$ cat src/rtl/rlc_pkg.sv
package rlc_pkg;
   typedef enum logic [1:0] {
      SYM_DC  = 2'd0,
      SYM_AC  = 2'd1,
      SYM_ZRL = 2'd2,
      SYM_EOB = 2'd3
   } sym_kind_e;
endpackage

$ cat src/rtl/rlc_sign_adj.sv
module rlc_sign_adj #(
   parameter int COEF_W  = 12,
   parameter bit ADJ_NEG = 1'b1
) (
   input  logic [COEF_W-1:0] raw,
   output logic [COEF_W-1:0] adj
);
   generate
      if (ADJ_NEG) begin : g_ones
         // negative values move down by one: ones-complement magnitude form
         assign adj = raw - {{(COEF_W-1){1'b0}}, raw[COEF_W-1]};
      end else begin : g_pass
         assign adj = raw;
      end
   endgenerate
endmodule

$ cat src/rtl/rlc_dc_pred.sv
module rlc_dc_pred #(
   parameter int COEF_W = 12
) (
   input  logic              clk,
   input  logic              rst_n,
   input  logic              clear,
   input  logic              load,
   input  logic [COEF_W-1:0] coef,
   output logic [COEF_W-1:0] diff
);
   logic [COEF_W-1:0] prev_dc;

   always_ff @(posedge clk or negedge rst_n) begin
      if (!rst_n)      prev_dc <= '0;
      else if (load)   prev_dc <= coef;
      else if (clear)  prev_dc <= '0;
   end

   assign diff = coef - prev_dc;

   p_dc_clear_r2: assert property (@(posedge clk) disable iff (!rst_n)
      (clear && !load) |=> (prev_dc == '0));

   p_dc_store_r1: assert property (@(posedge clk) disable iff (!rst_n)
      load |=> (prev_dc == $past(coef)));
endmodule

$ cat src/rtl/rlc_run_track.sv
module rlc_run_track #(
   parameter int BLK_LEN = 64,
   parameter int RUN_W   = 4
) (
   input  logic             clk,
   input  logic             rst_n,
   input  logic             step,
   input  logic             is_zero,
   input  logic             flush,
   output logic             first,
   output logic             last,
   output logic [RUN_W-1:0] zc,
   output logic             pend_any
);
   localparam int IDX_W  = $clog2(BLK_LEN);
   localparam int GROUP  = 1 << RUN_W;
   localparam int PEND_W = $clog2(BLK_LEN / GROUP + 2);
   localparam logic [RUN_W-1:0] RUN_MAX = '1;
   localparam logic [IDX_W-1:0] IDX_END = IDX_W'(BLK_LEN - 1);

   logic [IDX_W-1:0]  idx;
   logic [PEND_W-1:0] pend;

   assign first    = (idx == '0);
   assign last     = (idx == IDX_END);
   assign pend_any = (pend != '0);

   always_ff @(posedge clk or negedge rst_n) begin
      if (!rst_n)     idx <= '0;
      else if (step)  idx <= last ? '0 : idx + IDX_W'(1);
   end

   always_ff @(posedge clk or negedge rst_n) begin
      if (!rst_n) begin
         zc   <= '0;
         pend <= '0;
      end else if (step) begin
         if (first || last) begin
            zc   <= '0;
            pend <= '0;
         end else if (is_zero) begin
            if (zc == RUN_MAX) begin
               zc   <= '0;
               pend <= pend + PEND_W'(1);
            end else begin
               zc <= zc + RUN_W'(1);
            end
         end else begin
            zc <= '0;
         end
      end else if (flush) begin
         pend <= pend - PEND_W'(1);
      end
   end

   // a nonzero AC is only taken once every pending ZRL has gone out
   p_no_pend_at_ac_r9: assert property (@(posedge clk) disable iff (!rst_n)
      (step && !is_zero && !first) |-> !pend_any);

   p_pend_step_r5: assert property (@(posedge clk) disable iff (!rst_n)
      (step && !first && !last && is_zero && zc == RUN_MAX) |=> pend_any);
endmodule

$ cat src/rtl/rlc_coder.sv
module rlc_coder #(
   parameter int COEF_W  = 12,
   parameter int RUN_W   = 4,
   parameter int BLK_LEN = 64,
   parameter bit ADJ_NEG = 1'b1
) (
   input  logic              clk,
   input  logic              rst_n,
   input  logic              dc_clear,
   input  logic              in_valid,
   output logic              in_ready,
   input  logic [COEF_W-1:0] in_coef,
   output logic              out_valid,
   output logic [1:0]        out_kind,
   output logic [RUN_W-1:0]  out_run,
   output logic [COEF_W-1:0] out_value,
   output logic              out_last
);
   import rlc_pkg::*;

   generate
      if (BLK_LEN < 2) begin : g_bad_len
         $error("rlc_coder: BLK_LEN must be at least 2");
      end
      if (COEF_W < 2) begin : g_bad_w
         $error("rlc_coder: COEF_W must be at least 2");
      end
      if (RUN_W < 1) begin : g_bad_run
         $error("rlc_coder: RUN_W must be at least 1");
      end
   endgenerate

   logic              first, last, pend_any, is_zero, accept, need_flush;
   logic [RUN_W-1:0]  zc;
   logic [COEF_W-1:0] dc_diff, pre_adj, adj_val;

   assign is_zero    = (in_coef == '0);
   assign need_flush = in_valid && !first && !is_zero && pend_any;
   assign in_ready   = !need_flush;
   assign accept     = in_valid && in_ready;

   rlc_run_track #(.BLK_LEN(BLK_LEN), .RUN_W(RUN_W)) u_track (
      .clk(clk), .rst_n(rst_n), .step(accept), .is_zero(is_zero),
      .flush(need_flush), .first(first), .last(last), .zc(zc),
      .pend_any(pend_any)
   );

   rlc_dc_pred #(.COEF_W(COEF_W)) u_dc (
      .clk(clk), .rst_n(rst_n), .clear(dc_clear), .load(accept && first),
      .coef(in_coef), .diff(dc_diff)
   );

   assign pre_adj = first ? dc_diff : in_coef;

   rlc_sign_adj #(.COEF_W(COEF_W), .ADJ_NEG(ADJ_NEG)) u_adj (
      .raw(pre_adj), .adj(adj_val)
   );

   always_ff @(posedge clk or negedge rst_n) begin
      if (!rst_n) begin
         out_valid <= 1'b0;
         out_kind  <= SYM_DC;
         out_run   <= '0;
         out_value <= '0;
         out_last  <= 1'b0;
      end else begin
         out_valid <= need_flush || (accept && (first || !is_zero || last));
         out_last  <= accept && last;
         out_run   <= '0;
         out_value <= '0;
         if (need_flush) begin
            out_kind <= SYM_ZRL;
            out_run  <= '1;
         end else if (first) begin
            out_kind  <= SYM_DC;
            out_value <= adj_val;
         end else if (!is_zero) begin
            out_kind  <= SYM_AC;
            out_run   <= zc;
            out_value <= adj_val;
         end else begin
            out_kind <= SYM_EOB;
         end
      end
   end

   p_stall_emits_zrl_r9: assert property (@(posedge clk) disable iff (!rst_n)
      !in_ready |=> (out_valid && out_kind == SYM_ZRL));

   p_last_kind_r8: assert property (@(posedge clk) disable iff (!rst_n)
      out_last |-> (out_valid && (out_kind == SYM_AC || out_kind == SYM_EOB)));

   p_ac_nonzero_r4: assert property (@(posedge clk) disable iff (!rst_n)
      (out_valid && out_kind == SYM_AC) |-> (out_value != '0));

   p_dc_first_r1: assert property (@(posedge clk) disable iff (!rst_n)
      (accept && first) |=> (out_valid && out_kind == SYM_DC && !out_last));
endmodule

$ cat config.mk
export PLATFORM = sky130hd
export DESIGN_NAME = rlc_coder
export DESIGN_NICKNAME = d
export VERILOG_FILES = /design/src/rtl/rlc_pkg.sv /design/src/rtl/rlc_sign_adj.sv /design/src/rtl/rlc_dc_pred.sv /design/src/rtl/rlc_run_track.sv /design/src/rtl/rlc_coder.sv
export SDC_FILE = /design/constraint.sdc
export NUM_CORES = 1
export LEC_CHECK = 0
export ABC_AREA = 1
export BUFFER_PORTS_ARGS = -buffer_cell sky130_fd_sc_hd__buf_4
export CORE_UTILIZATION = 45
export DETAILED_ROUTE_END_ITERATION = 7
export GPL_TIMING_DRIVEN = 0
export HOLD_SLACK_MARGIN = 0.06
export SLEW_MARGIN = 25
export SYNTH_ARGS = -nofsm -noshare
export SYNTH_HDL_FRONTEND = slang
export SYNTH_SLANG_ARGS = --single-unit
$ cat constraint.sdc
create_clock -name clk -period 7 [get_ports clk]
set_input_delay 1.05 -clock clk [delete_from_list [all_inputs] [get_ports clk]]
set_output_delay 1.05 -clock clk [all_outputs]
set_load 0.05 [all_outputs]
==> reports/metrics.csv <==
stage,metric,value,unit
run_status,status,completed,
critical_path,Crit path top cell by count,nand2_1,
critical_path,worst setup path start,in_coef[2],
grt,GR Util All Layers,21.50,%
sta,fin crit period,3.508,ns
power_and_ir_drop,total power,1.106,mW
synthesis,post-synth top area share,37.75,%
clocking,total CTS buffers,5,
grt,pin count of the biggest net entering global routing,46,
drt,post-DR wirelength/cell,12.99,um
clocking,Clock transition at path regs,0.09,ns
grt,first-pass GRT wire length,11960,um
placed_design,IO Port Bufs,36,
grt,vias in the first global route,2672,
sta,worst-margin pin slew,0.5835,ns
synthesis,Cells after Synth,403,
floorplan,Die W,83.42,um
floorplan,Initial Util,46.71,%
synthesis,register area share after synthesis,37.75,%
clocking,post-cts hold buffer count,0,
floorplan,Placeable Area,0.006386,mm^2
critical_path,worst flop-to-flop path startpoint,u_dc.prev_dc[2],
floorplan,DIE AREA,0.006958,mm^2
clocking,"Setup Fix Bufs, Post-CTS",0,
layout,area delta synth->final,15.52,%
sta,Tcrit/Tclk final,50.11,%
synthesis,Ys Warns,0,
critical_path,required time worst endpoint,7.19,ns
layout,n_diodes,0,
critical_path,Reg2Reg Capture Point,out_value[10],
run,max_cap viols,0,
synthesis,"area leader, netlist",dfrtp_1,
critical_path,crit end category,register,
synthesis,"top cells by area, synth","dfrtp_1 38%, nand2_1 12%, inv_1 8.3%",
critical_path,critical path arrival,3.69,ns
sta,final setup margin,3.492,ns
floorplan,IO Pins,37,
synthesis,Post-Syn Area,0.002983,mm^2
placed_design,gpl congestion,0.8636,
sta,Final Hold Fails,0,
clocking,clk buf depth,2,
hold_path,HP Class,reg -> reg,
sta,final hold slack,0.5347,ns
sta,FMAX,285.1,MHz
critical_path,Worst Setup Start Kind,input port,
sta,setup TNS,0,ns
drt,vias per inst,5.069,
sta,RSZ-0062 raised after global routing,no,
synthesis,"FF+latch count, synth",45,
sta,relative slew slack,61.10,%
critical_path,Reg2Reg Depth,23,
drt,# DRC,0,
grt,global route overflow,0,
clocking,# H-tree levels,2,
grt,initial antenna violation count,0,
critical_path,Setup crit end,out_value[10],
clocking,Root Driver,clkbuf_8,
power_and_ir_drop,Pwr per Cell Area,321.0,mW/mm^2
placed_design,Place WS,3.172,ns
drt,antenna-violating nets left,0,
synthesis,Synth Net Count,439,
synthesis,"EDFF count, synth",0,
drt,drt first-iter violations,79,
placed_design,DPL Wire Length,5249,um
critical_path,Crit path largest cell delay,0.30,ns
drt,total routed wirelength,6808,um
layout,nets@finish,482,
clocking,Sink Count,45,
drt,DRT Pass-1 Iters,4,
synthesis,"Distinct cells, synth",35,
synthesis,Mean Syn Cell Area,7.402,um^2
layout,Layout Utilization,53.96,%
sta,clk_skew,0.007921,ns
sta,max-slew violations,0,
floorplan,die height,83.42,um
drt,routed via count,2656,
critical_path,Setup CP Type,in -> reg,
power_and_ir_drop,maximum vdd drop,0.2186,mV
floorplan,# rows,29,
critical_path,crit path max-delay cell type,mux2i_1,
critical_path,crit-path max FO,7,
clocking,worst skew pair latency,0.29,ns
critical_path,flop-to-flop setup slack,3.99,ns
clocking,number of gates resized after CTS,0,
synthesis,ys async rst share,100.0,%
power_and_ir_drop,Static Leak,1.818,nW
layout,layout cells sized above 1,15.44,%
critical_path,worst path cell trace,buf_4 > ha_1 > buf_2 > nand2_1 > nand2_1 > inv_1 > nand2_1 > nand3_1 > nand3_1 > nand2_1 > nand2_1 > mux2i_1 > ha_1 > ha_1 > inv_1 > nor2_1 > nand2_1 > inv_2 > nand3_1 > nor2_1 > nand3_1 > nand2_1 > nor2_1,
synthesis,predominant post-synthesis flop cell,dfrtp_1,
sta,setup violators final,0,
clocking,CTS tree,yes,
==> critical path, delay by kind of cell <==
family                   cells  cell delay [ns]
AND/OR/NAND/NOR             14             1.17
adder cells (fa/ha/maj)      3             0.66
multiplexers                 1             0.30
buffers and inverters        5             0.49
==> routing by layer <==
metal	GRT usage [%]	part of all wire (%)
met1	26.24	45
met2	39.57	51
met3	3.678	3.5
met4	4.622	0.75
met5	0	0
==> power breakdown <==
| group | leakage (nW) | internal, mW | total [mW] | switching (mW) |
|---|---|---|---|---|
| Sequential | 0.580 | 0.329 | 0.372 | 0.0428 |
| Combinational | 1.19 | 0.181 | 0.561 | 0.380 |
| Clock | 0.0512 | 0.0802 | 0.174 | 0.0933 |
==> worst min path at each step <==
stage	cells past startpoint	to	start
6_report	2	u_dc.prev_dc[3]	u_dc.prev_dc[3]
5_1_grt	2	u_dc.prev_dc[3]	u_dc.prev_dc[3]
4_1_cts	2	u_dc.prev_dc[3]	u_dc.prev_dc[3]
3_5_place_dp	2	u_dc.prev_dc[3]	u_dc.prev_dc[3]
3_3_place_gp	2	u_dc.prev_dc[3]	u_dc.prev_dc[3]
2_1_floorplan	2	u_dc.prev_dc[0]	u_dc.prev_dc[0]
==> cells by family (layout without fill, tap and decap cells) <==
logic type                 after synthesis  count (layout)  synth area share, %
adders and majority gates               20              20                8.641
muxes                                    1               1               0.3356
AOI/OAI and AO/OA                       47              47                8.935
DFF                                     45              45                37.75
and+or+nand+nor                        201             201                30.50
buffers and inverters                   77             121                10.32
xor gates and xnor gates                12              12                3.523
==> state kept, by name, indices dropped and copies added (netlist names) <==
| signal | count |
|---|---|
| out_value | 12 |
| u_dc.prev_dc | 12 |
| u_track.idx | 6 |
| out_run | 4 |
| u_track.zc | 4 |
| u_track.pend | 3 |
| out_kind | 2 |
| out_last | 1 |
| out_valid | 1 |
==> placed cells by master, fill, tap and decap left out, types with 2 or more instances in the layout <==
cell type / count
nand2_2: 4
o21bai_1: 2
dfrtp_1: 45
xnor2_1: 4
clkbuf_8: 6
inv_2: 3
nand4_1: 10
nand2_1: 98
o22ai_1: 10
ha_1: 19
buf_4: 37
a21oi_1: 11
xor2_1: 8
nor2_4: 4
buf_2: 4
nand3_1: 42
o21ai_0: 18
nor2_1: 32
o21ai_2: 2
nor2_2: 3
nor3_1: 3
inv_1: 66
==> area by class of cell <==
type                            count  area (um^2)
Fill cell                         650         2940
Timing Repair Buffer               36        270.3
Clock inverter                      2        13.76
Multi-Input combinational cell    281         1549
Clock buffer                        6        82.58
Buffer                              6        38.79
Inverter                           71        269.0
Tap cell                           77        96.34
Sequential cell                    45         1126
==> cells in the mapped netlist, types with 2 or more instances <==
cell      count
nor2_2        3
o22ai_1      10
dfrtp_1      45
nor2_1       32
xnor2_1       4
o21bai_1      2
inv_2         3
inv_1        66
o21ai_0      18
nand2_2       4
o21ai_2       2
xor2_1        8
nor3_1        3
nand4_1      10
nor2_4        4
a21oi_1      11
nand2_1      98
nand3_1      42
buf_2         4
ha_1         19
==> through the flow <==
step | area (um^2) | std cells
6_report | 3446 | 524
5_1_grt | 3446 | 524
4_1_cts | 3446 | 524
3_5_place_dp | 3349 | 516
3_3_place_gp | 3349 | 516
2_1_floorplan | 2983 | 403
No activity file was read; power rests on OpenSTA's default activity.
